--- src/rtl/mcmd_pkg.sv ---
package mcmd_pkg;
   localparam int unsigned HDR_LEN_W = 12;
   localparam int unsigned CNT_W     = HDR_LEN_W + 1;
   localparam logic [2:0]  HDR_TYPE  = 3'd3;
   localparam logic [1:0]  HDR_PIPE  = 2'd2;
   localparam logic [3:0]  HDR_OPC   = 4'hB;

   typedef enum logic [6:0] {
      SC_MODE    = 7'd0,
      SC_FW      = 7'd1,
      SC_DATA    = 7'd2,
      SC_CFG     = 7'd3,
      SC_VADDR   = 7'd4,
      SC_INDBASE = 7'd5,
      SC_STREAM  = 7'd32,
      SC_START   = 7'd33
   } sub_e;

   typedef enum logic [1:0] {ST_HDR, ST_BODY, ST_SKIP} st_e;

   // total dwords of a command, 0 for an unknown code
   function automatic logic [CNT_W-1:0] cmd_dwords(input logic [6:0] sub);
      case (sub)
         SC_MODE:    cmd_dwords = CNT_W'(3);
         SC_FW:      cmd_dwords = CNT_W'(5);
         SC_DATA:    cmd_dwords = CNT_W'(6);
         SC_CFG:     cmd_dwords = CNT_W'(2);
         SC_VADDR:   cmd_dwords = CNT_W'(49);
         SC_INDBASE: cmd_dwords = CNT_W'(11);
         SC_STREAM:  cmd_dwords = CNT_W'(5);
         SC_START:   cmd_dwords = CNT_W'(2);
         default:    cmd_dwords = '0;
      endcase
   endfunction
endpackage

--- src/rtl/mcmd_hdr_chk.sv ---
module mcmd_hdr_chk
   import mcmd_pkg::*;
(
   input  logic [31:0]          hdr,
   output logic                 tuple_ok,
   output logic                 sub_known,
   output logic                 len_ok,
   output logic [6:0]           sub,
   output logic [HDR_LEN_W-1:0] len
);
   logic [CNT_W-1:0] total;

   always_comb begin
      sub       = hdr[22:16];
      len       = hdr[HDR_LEN_W-1:0];
      tuple_ok  = (hdr[31:29] == HDR_TYPE) && (hdr[28:27] == HDR_PIPE) &&
                  (hdr[26:23] == HDR_OPC);
      total     = cmd_dwords(sub);
      sub_known = (total != '0);
      len_ok    = sub_known && ({1'b0, len} == (total - CNT_W'(2)));
   end
endmodule

--- src/rtl/mcmd_seq.sv ---
module mcmd_seq
   import mcmd_pkg::*;
#(
   parameter bit LEN_RESYNC = 1'b0
)(
   input  logic                 clk,
   input  logic                 rst_n,
   input  logic                 soft_rst,
   input  logic                 in_valid,
   output logic                 in_ready,
   input  logic                 tuple_ok,
   input  logic                 sub_known,
   input  logic                 len_ok,
   input  logic [6:0]           sub,
   input  logic [HDR_LEN_W-1:0] len,
   input  logic                 pend,
   output logic                 body_we,
   output logic [CNT_W-1:0]     idx,
   output logic [6:0]           cur_sub,
   output logic                 commit,
   output logic                 err
);
   st_e              state;
   logic [CNT_W-1:0] rem;
   logic             drop;
   logic             accept;
   logic             len_bad_goes_skip;

   generate
      if (LEN_RESYNC) begin : g_len_skip
         assign len_bad_goes_skip = 1'b1;
      end else begin : g_len_count
         assign len_bad_goes_skip = 1'b0;
      end
   endgenerate

   always_comb begin
      case (state)
         ST_HDR:  in_ready = !pend;
         default: in_ready = 1'b1;
      endcase
      accept  = in_valid && in_ready && !soft_rst;
      body_we = accept && (state == ST_BODY);
      commit  = body_we && (rem == CNT_W'(1)) && !drop;
   end

   always_ff @(posedge clk or negedge rst_n) begin
      if (!rst_n) begin
         state   <= ST_HDR;
         rem     <= '0;
         idx     <= '0;
         cur_sub <= '0;
         drop    <= 1'b0;
         err     <= 1'b0;
      end else if (soft_rst) begin
         state <= ST_HDR;
         drop  <= 1'b0;
         err   <= 1'b0;
      end else if (accept) begin
         case (state)
            ST_HDR: begin
               if (!tuple_ok || !sub_known) begin
                  err   <= 1'b1;
                  state <= ST_SKIP;
               end else begin
                  rem     <= {1'b0, len} + CNT_W'(1);
                  idx     <= '0;
                  cur_sub <= sub;
                  drop    <= !len_ok;
                  if (!len_ok) err <= 1'b1;
                  state   <= (!len_ok && len_bad_goes_skip) ? ST_SKIP : ST_BODY;
               end
            end
            ST_BODY: begin
               rem <= rem - CNT_W'(1);
               idx <= idx + CNT_W'(1);
               if (rem == CNT_W'(1)) state <= ST_HDR;
            end
            default: state <= ST_SKIP;
         endcase
      end
   end

   // the error flag only drops through soft reset
   assert_err_sticky_R2: assert property (@(posedge clk) disable iff (!rst_n)
      (err && !soft_rst) |=> err);
   // once discarding, no payload is ever applied before soft reset
   assert_skip_hold_R2: assert property (@(posedge clk) disable iff (!rst_n)
      (state == ST_SKIP && !soft_rst) |=> (state == ST_SKIP));
   // a body is counted down to completion one dword per accept
   assert_body_count_R4: assert property (@(posedge clk) disable iff (!rst_n)
      (body_we && rem != CNT_W'(1) && !soft_rst) |=> (state == ST_BODY));
endmodule

--- src/rtl/mcmd_exec.sv ---
module mcmd_exec
   import mcmd_pkg::*;
#(
   parameter int unsigned ADDR_W     = 48,
   parameter int unsigned LINE_SHIFT = 6,
   parameter int unsigned LINE_W     = 11,
   parameter int unsigned DESC_W     = 8,
   parameter int unsigned SHADOW_N   = 5
)(
   input  logic                         clk,
   input  logic                         rst_n,
   input  logic [31:0]                  in_data,
   input  logic                         body_we,
   input  logic [CNT_W-1:0]             idx,
   input  logic [6:0]                   cur_sub,
   input  logic                         commit,
   input  logic                         auth_ok,
   input  logic                         load_ack,
   output logic                         pend,
   output logic                         stream_out_en,
   output logic                         fw_req,
   output logic [DESC_W-1:0]            fw_desc,
   output logic                         fw_loaded,
   output logic                         dma_req,
   output logic [ADDR_W-LINE_SHIFT-1:0] dma_src,
   output logic [LINE_W-1:0]            dma_dst,
   output logic [LINE_W-1:0]            dma_lines,
   output logic                         core_rst,
   output logic                         start_pulse,
   output logic                         start_last
);
   localparam int unsigned HI_W = ADDR_W - 32;
   localparam int unsigned LO_W = 32 - LINE_SHIFT;
   localparam int unsigned FHI  = LINE_SHIFT + LINE_W - 1;

   logic [31:0] shadow [SHADOW_N];
   logic [31:0] cur    [SHADOW_N];
   logic [DESC_W-1:0] new_desc;

   generate
      for (genvar k = 0; k < SHADOW_N; k++) begin : g_shadow
         always_ff @(posedge clk or negedge rst_n) begin
            if (!rst_n)                                shadow[k] <= '0;
            else if (body_we && idx == CNT_W'(k))      shadow[k] <= in_data;
         end
         assign cur[k] = (body_we && idx == CNT_W'(k)) ? in_data : shadow[k];
      end
   endgenerate

   assign new_desc = cur[3][DESC_W-1:0];
   assign pend     = fw_req || dma_req;

   always_ff @(posedge clk or negedge rst_n) begin
      if (!rst_n) begin
         stream_out_en <= 1'b0;
         fw_req        <= 1'b0;
         fw_desc       <= '0;
         fw_loaded     <= 1'b0;
         dma_req       <= 1'b0;
         dma_src       <= '0;
         dma_dst       <= '0;
         dma_lines     <= '0;
         core_rst      <= 1'b0;
         start_pulse   <= 1'b0;
         start_last    <= 1'b0;
      end else begin
         start_pulse <= 1'b0;
         if (load_ack) begin
            if (fw_req) fw_loaded <= 1'b1;
            fw_req  <= 1'b0;
            dma_req <= 1'b0;
         end
         if (commit) begin
            case (cur_sub)
               SC_MODE: stream_out_en <= cur[0][4];
               SC_FW: begin
                  if (auth_ok && new_desc != '0) begin
                     fw_req  <= 1'b1;
                     fw_desc <= new_desc;
                  end
               end
               SC_DATA: begin
                  dma_req   <= 1'b1;
                  dma_src   <= {cur[1][HI_W-1:0], cur[0][31:LINE_SHIFT]};
                  dma_dst   <= cur[3][FHI:LINE_SHIFT];
                  dma_lines <= cur[4][FHI:LINE_SHIFT];
               end
               SC_CFG: core_rst <= cur[0][0];
               SC_START: begin
                  start_pulse <= 1'b1;
                  start_last  <= cur[0][0];
               end
               default: ;
            endcase
         end
      end
   end

   // at most one load request can be outstanding
   assert_one_req_R1: assert property (@(posedge clk) disable iff (!rst_n)
      $countones({fw_req, dma_req}) <= 1);
   // a firmware request never rises with a zero descriptor
   assert_fw_gate_R6: assert property (@(posedge clk) disable iff (!rst_n)
      $rose(fw_req) |-> (fw_desc != '0));
   // firmware loaded status only follows an acknowledged firmware request
   assert_loaded_src_R7: assert property (@(posedge clk) disable iff (!rst_n)
      $rose(fw_loaded) |-> ($past(fw_req) && $past(load_ack)));
   // the start strobe lasts a single cycle
   assert_start_once_R11: assert property (@(posedge clk) disable iff (!rst_n)
      start_pulse |=> !start_pulse);
   // a held request keeps its descriptor until acknowledged
   assert_desc_hold_R5: assert property (@(posedge clk) disable iff (!rst_n)
      (fw_req && !load_ack) |=> (fw_req && $stable(fw_desc)));
endmodule

--- src/rtl/mcmd_decoder.sv ---
module mcmd_decoder
   import mcmd_pkg::*;
#(
   parameter int unsigned ADDR_W     = 48,
   parameter int unsigned LINE_SHIFT = 6,
   parameter int unsigned LINE_W     = 11,
   parameter int unsigned DESC_W     = 8,
   parameter bit          LEN_RESYNC = 1'b0
)(
   input  logic                         clk,
   input  logic                         rst_n,
   input  logic                         soft_rst,
   input  logic                         in_valid,
   input  logic [31:0]                  in_data,
   output logic                         in_ready,
   input  logic                         auth_ok,
   input  logic                         load_ack,
   output logic                         stream_out_en,
   output logic                         fw_req,
   output logic [DESC_W-1:0]            fw_desc,
   output logic                         fw_loaded,
   output logic                         dma_req,
   output logic [ADDR_W-LINE_SHIFT-1:0] dma_src,
   output logic [LINE_W-1:0]            dma_dst,
   output logic [LINE_W-1:0]            dma_lines,
   output logic                         core_rst,
   output logic                         start_pulse,
   output logic                         start_last,
   output logic                         err
);
   localparam int unsigned SHADOW_N = 5;

   generate
      if (ADDR_W <= 32 || ADDR_W > 64) begin : g_bad_addr
         $error("ADDR_W must lie in 33..64");
      end
      if (LINE_SHIFT + LINE_W > 32 || LINE_SHIFT >= 32) begin : g_bad_line
         $error("line field must fit in one dword");
      end
      if (DESC_W == 0 || DESC_W > 32) begin : g_bad_desc
         $error("DESC_W must lie in 1..32");
      end
   endgenerate

   logic                 tuple_ok, sub_known, len_ok, pend, body_we, commit;
   logic [6:0]           sub, cur_sub;
   logic [HDR_LEN_W-1:0] len;
   logic [CNT_W-1:0]     idx;

   mcmd_hdr_chk u_chk (
      .hdr(in_data), .tuple_ok(tuple_ok), .sub_known(sub_known),
      .len_ok(len_ok), .sub(sub), .len(len)
   );

   mcmd_seq #(.LEN_RESYNC(LEN_RESYNC)) u_seq (
      .clk(clk), .rst_n(rst_n), .soft_rst(soft_rst), .in_valid(in_valid),
      .in_ready(in_ready), .tuple_ok(tuple_ok), .sub_known(sub_known),
      .len_ok(len_ok), .sub(sub), .len(len), .pend(pend), .body_we(body_we),
      .idx(idx), .cur_sub(cur_sub), .commit(commit), .err(err)
   );

   mcmd_exec #(
      .ADDR_W(ADDR_W), .LINE_SHIFT(LINE_SHIFT), .LINE_W(LINE_W),
      .DESC_W(DESC_W), .SHADOW_N(SHADOW_N)
   ) u_exec (
      .clk(clk), .rst_n(rst_n), .in_data(in_data), .body_we(body_we),
      .idx(idx), .cur_sub(cur_sub), .commit(commit), .auth_ok(auth_ok),
      .load_ack(load_ack), .pend(pend), .stream_out_en(stream_out_en),
      .fw_req(fw_req), .fw_desc(fw_desc), .fw_loaded(fw_loaded),
      .dma_req(dma_req), .dma_src(dma_src), .dma_dst(dma_dst),
      .dma_lines(dma_lines), .core_rst(core_rst), .start_pulse(start_pulse),
      .start_last(start_last)
   );
endmodule

--- config.mk ---
export PLATFORM = sky130hd
export DESIGN_NAME = mcmd_decoder
export DESIGN_NICKNAME = d
export VERILOG_FILES = /design/src/rtl/mcmd_pkg.sv /design/src/rtl/mcmd_hdr_chk.sv /design/src/rtl/mcmd_seq.sv /design/src/rtl/mcmd_exec.sv /design/src/rtl/mcmd_decoder.sv
export SDC_FILE = /design/constraint.sdc
export NUM_CORES = 1
export LEC_CHECK = 0
export CORE_UTILIZATION = 49
export DETAILED_ROUTE_END_ITERATION = 10
export GPL_TIMING_DRIVEN = 0
export PLACE_DENSITY_LB_ADDON = 0.15
export SETUP_SLACK_MARGIN = 0.1
export SLEW_MARGIN = 20
export SYNTH_ARGS = -nofsm -noshare
export SYNTH_HDL_FRONTEND = slang
export SYNTH_SLANG_ARGS = --single-unit
--- constraint.sdc ---
create_clock -name clk -period 2.45 [get_ports clk]
set_clock_uncertainty 0.15 [all_clocks]
set_input_delay 0.3675 -clock clk [delete_from_list [all_inputs] [get_ports clk]]
set_output_delay 0.3675 -clock clk [all_outputs]
set_load 0.05 [all_outputs]
==> flow_metrics.tcl <==
set metrics [dict create \
    firstDrtPassIters 7 \
    cts-buffers-inserted 17 \
    dieArea_um2 17800 \
    grt_busiest_layer "met2" \
    start_util_pct 50.6 \
    synthMuxAreaShare_pct 20.4 \
    die_h_um 133 \
    grt_pass1_vias 6267 \
    slew_headroom_pct 53.9 \
    dp_hpwl_mm 13.8 \
    synth_compound_area_share_pct 8.51 \
    cts_max_path_buffers 2 \
    core_um2 16700 \
    fmax_mhz 377 \
    path_class "reg2reg" \
    drc 0 \
    synth_top_family_by_area "multiplexers" \
    switching_share_pct 24.9 \
    power_switching_w 0.00152 \
    cts_sinks 188 \
    power_frac_seq_pct 51.0 \
    cts_max_level 4 \
    avgSynthCellArea_um2 12.7 \
    dp_cells 998 \
    setup_violations 77 \
    status "complete, but fails checks" \
    synth_seq_cells 188 \
    max-vdd-ir-drop_v 0.000489 \
    ant_nets 0 \
    powerDensity_nw_per_um2 539 \
    postLayoutCellArea_um2 11300 \
    syn_inst 666 \
    drv_cap 0 \
    finalWirelength_mm 21.2 \
    place_area_um2 9900 \
    synth-edff-count 0 \
    yosysSeqAreaShare_pct 55.6 \
    gp_congestion 0.841 \
    io_buffers 111 \
    fin_ws_ps -199 \
    power_leakage_nw 5.37 \
    routed_via_density 5.68 \
    grt_first_pass_wirelength_mm 33.7 \
    p_int_w 0.00457 \
    vias 6083 \
    required_ps 2620 \
    drt_iter0_markers 306 \
    synth-simple-area-share_pct 10.2 \
    grt_start_max_net_pins 103 \
    io_pins 119 \
    clk_latency_ps 440 \
    rows 47 \
    antenna_cells 0 \
    use_met3_pct 6.96 \
    synth-xor-area-share_pct 1.45 \
    comb_power_share_pct 5.0 \
    synth_nets 711 \
    maxSlewViolCount 0 \
    grtUsageMet1_pct 31.7 \
    tightest_slew_ps 685 \
    ys_warn_count 0 \
    final_hold_viol_count 0 \
    met2_usage_pct 40.0 \
    fin_cells 1071 \
    drive_gt1_share_pct 33.5 \
    critPathArrivalTime_ps 2820 \
    endpoint_kind "flop" \
    rsz0062_at_grt "yes" \
    post-route-util_pct 67.6 \
    cp-start-kind "flop" \
    pwr-share-clk_pct 44.0 \
    synth_flop_cell "dfrtp_1" \
    grt_usage_pct 24.8 \
    path_max_fanout 7 \
    pre_cts_slack_ps -1090 \
    min_path_type "in2reg" \
    grt_overflow 0 \
    clk_pin_slew_worst_paths_ps 70 \
    nets 883 \
    finalCritPeriodShare_pct 108 \
    final.min_clock_period_ps 2650 \
    power.total_w 0.00609 \
    synthAdderAreaFrac_pct 1.04 \
    ys_types 64 \
    async_flop_share_pct 100 \
    detail_route.wl_per_cell_um 19.8 \
    final_common_cell "dfrtp_1" \
    cts_tree "done" \
    area_growth_pct 33.6 \
    antenna_found_initial 0 \
    root_buffer "clkbuf_16" \
    violations "negative setup slack" \
    netlist_area_um2 8450 \
    mostFrequentLayoutCells "dfrtp_1, mux2_2, clkdlybuf4s50_1, nand2_1, mux2_4" \
    fp.dieW_um 133 \
]
-- cell usage after synthesis (2+ instances only) --
cell / instances / area share, %
nor3_2: 2 / 0.24
o22ai_1: 3 / 0.22
mux2_4: 30 / 5.3
buf_12: 2 / 0.47
buf_2: 7 / 0.41
nand2b_1: 2 / 0.15
and3b_1: 2 / 0.21
nand4_1: 7 / 0.52
nand2_1: 41 / 1.8
a21oi_1: 23 / 1.4
and4_1: 2 / 0.21
a22o_1: 3 / 0.31
o2111ai_1: 2 / 0.21
xor2_1: 4 / 0.41
nor2_1: 29 / 1.3
a211oi_1: 5 / 0.44
and3_1: 4 / 0.30
or3_1: 4 / 0.30
nor4_1: 7 / 0.52
o21ai_0: 27 / 1.6
o31ai_1: 4 / 0.36
or4_1: 3 / 0.27
nor3b_1: 2 / 0.18
ha_1: 7 / 1.0
nand3_1: 19 / 1.1
xnor2_1: 10 / 1.0
clkbuf_1: 24 / 1.1
nor2b_1: 3 / 0.22
o21a_1: 2 / 0.18
and2_1: 2 / 0.15
a31oi_1: 3 / 0.22
a21o_1: 4 / 0.36
dfrtp_1: 188 / 56
o32ai_1: 2 / 0.21
inv_1: 15 / 0.67
nor3_1: 15 / 0.89
mux2_2: 113 / 15
a22oi_1: 3 / 0.27
o22a_1: 16 / 1.7
-- power by group through the flow --
stage / sequential, W / clock, W / combinational (W)
CTS: 0.00311 / 0.00273 / 0.000281
global route: 0.00311 / 0.00286 / 0.000329
global placement: 0.00317 / 0 / 0.000243
finish: 0.00311 / 0.00268 / 0.000302
detailed placement: 0.00317 / 0 / 0.000256
floorplan: 0.00317 / 0 / 0.0000803
-- final timing paths --
check	cells after the start	slack [ps]	from	endpoint
setup / recovery	7	-200	u_seq.idx[9]$_DFFE_PN0P_	u_exec.dma_src[23]$_DFFE_PN0P_
hold / removal	2	170	in_data[19]	u_exec.shadow[147]$_DFF_PN0_
setup reg to reg	7	-200	u_seq.idx[9]$_DFFE_PN0P_	u_exec.dma_src[23]$_DFFE_PN0P_
hold reg to reg	1	320	u_exec.fw_loaded$_DFFE_PN0P_	u_exec.fw_loaded$_DFFE_PN0P_
max in group asynchronous	3	840	rst_n	u_exec.shadow[106]$_DFF_PN0_
min in group asynchronous	2	370	rst_n	u_exec.dma_src[24]$_DFFE_PN0P_
-- routing by layer --
metal	vias up	routed length [µm]
met2	195	10300
met1	3086	9020
met5	-	0
li1	2764	-
met4	0	552
met3	38	1350
-- stage by stage --
| stage | TNS (ps) | hold slack (ps) |
|---|---|---|
| 2_1_floorplan | -1610 | -78.1 |
| 3_3_place_gp | -1322200 | 294 |
| 3_5_place_dp | -97770 | 265 |
| 4_1_cts | -9910 | 239 |
| 5_1_grt | -16100 | 184 |
| 6_report | -10150 | 168 |
-- critical path, cell delays in order (launching register included) --
cell and delay (ps):
dfrtp_1 390, or4_4 550, nor4_4 260, and3_4 300
nand2_8 110, clkbuf_16 200, mux2_4 300, mux2_2 260
-- final cells by class --
| cell class | instances | area, µm² |
|---|---|---|
| flip-flops and latches | 188 | 4710 |
| repair buffers | 152 | 1550 |
| multi-input cells | 430 | 3820 |
| clock buffers | 17 | 425 |
| well taps | 220 | 275 |
| clock inverters | 15 | 158 |
| plain buffers | 34 | 310 |
| inverters | 15 | 56.3 |
| fillers | 1252 | 5410 |
-- flip-flops by register name, summed over array words and instances (netlist names) --
name,count
u_exec.core_rst,1
u_exec.dma_dst,11
u_exec.dma_lines,11
u_exec.dma_req,1
u_exec.dma_src,42
u_exec.fw_desc,8
u_exec.fw_loaded,1
u_exec.fw_req,1
u_exec.shadow,72
u_exec.start_last,1
u_exec.start_pulse,1
u_exec.stream_out_en,1
u_seq.cur_sub,7
u_seq.drop,1
u_seq.err,1
u_seq.idx,13
u_seq.rem,13
u_seq.state,2
-- repair_timing --
item / 4_1_cts / 5_1_grt
hold buffers: 1 / 0
hold endpoints to repair: 86 / 0
cloned: 5 / 2
setup endpoints to repair: 171 / 163
gates resized for setup: 85 / 45
pin swaps: 27 / 14
buffers inserted: 21 / 13
-- cells by family after synthesis --
| logic type | after synthesis |
|---|---|
| multiplexers | 143 |
| adder cells (fa/ha/maj) | 7 |
| AO/OA/AOI/OAI | 106 |
| AND/OR/NAND/NOR | 158 |
| flip-flops | 188 |
| XOR/XNOR | 14 |
| buffers and inverters | 50 |
Note: power is estimated with default switching activity, not from simulation.
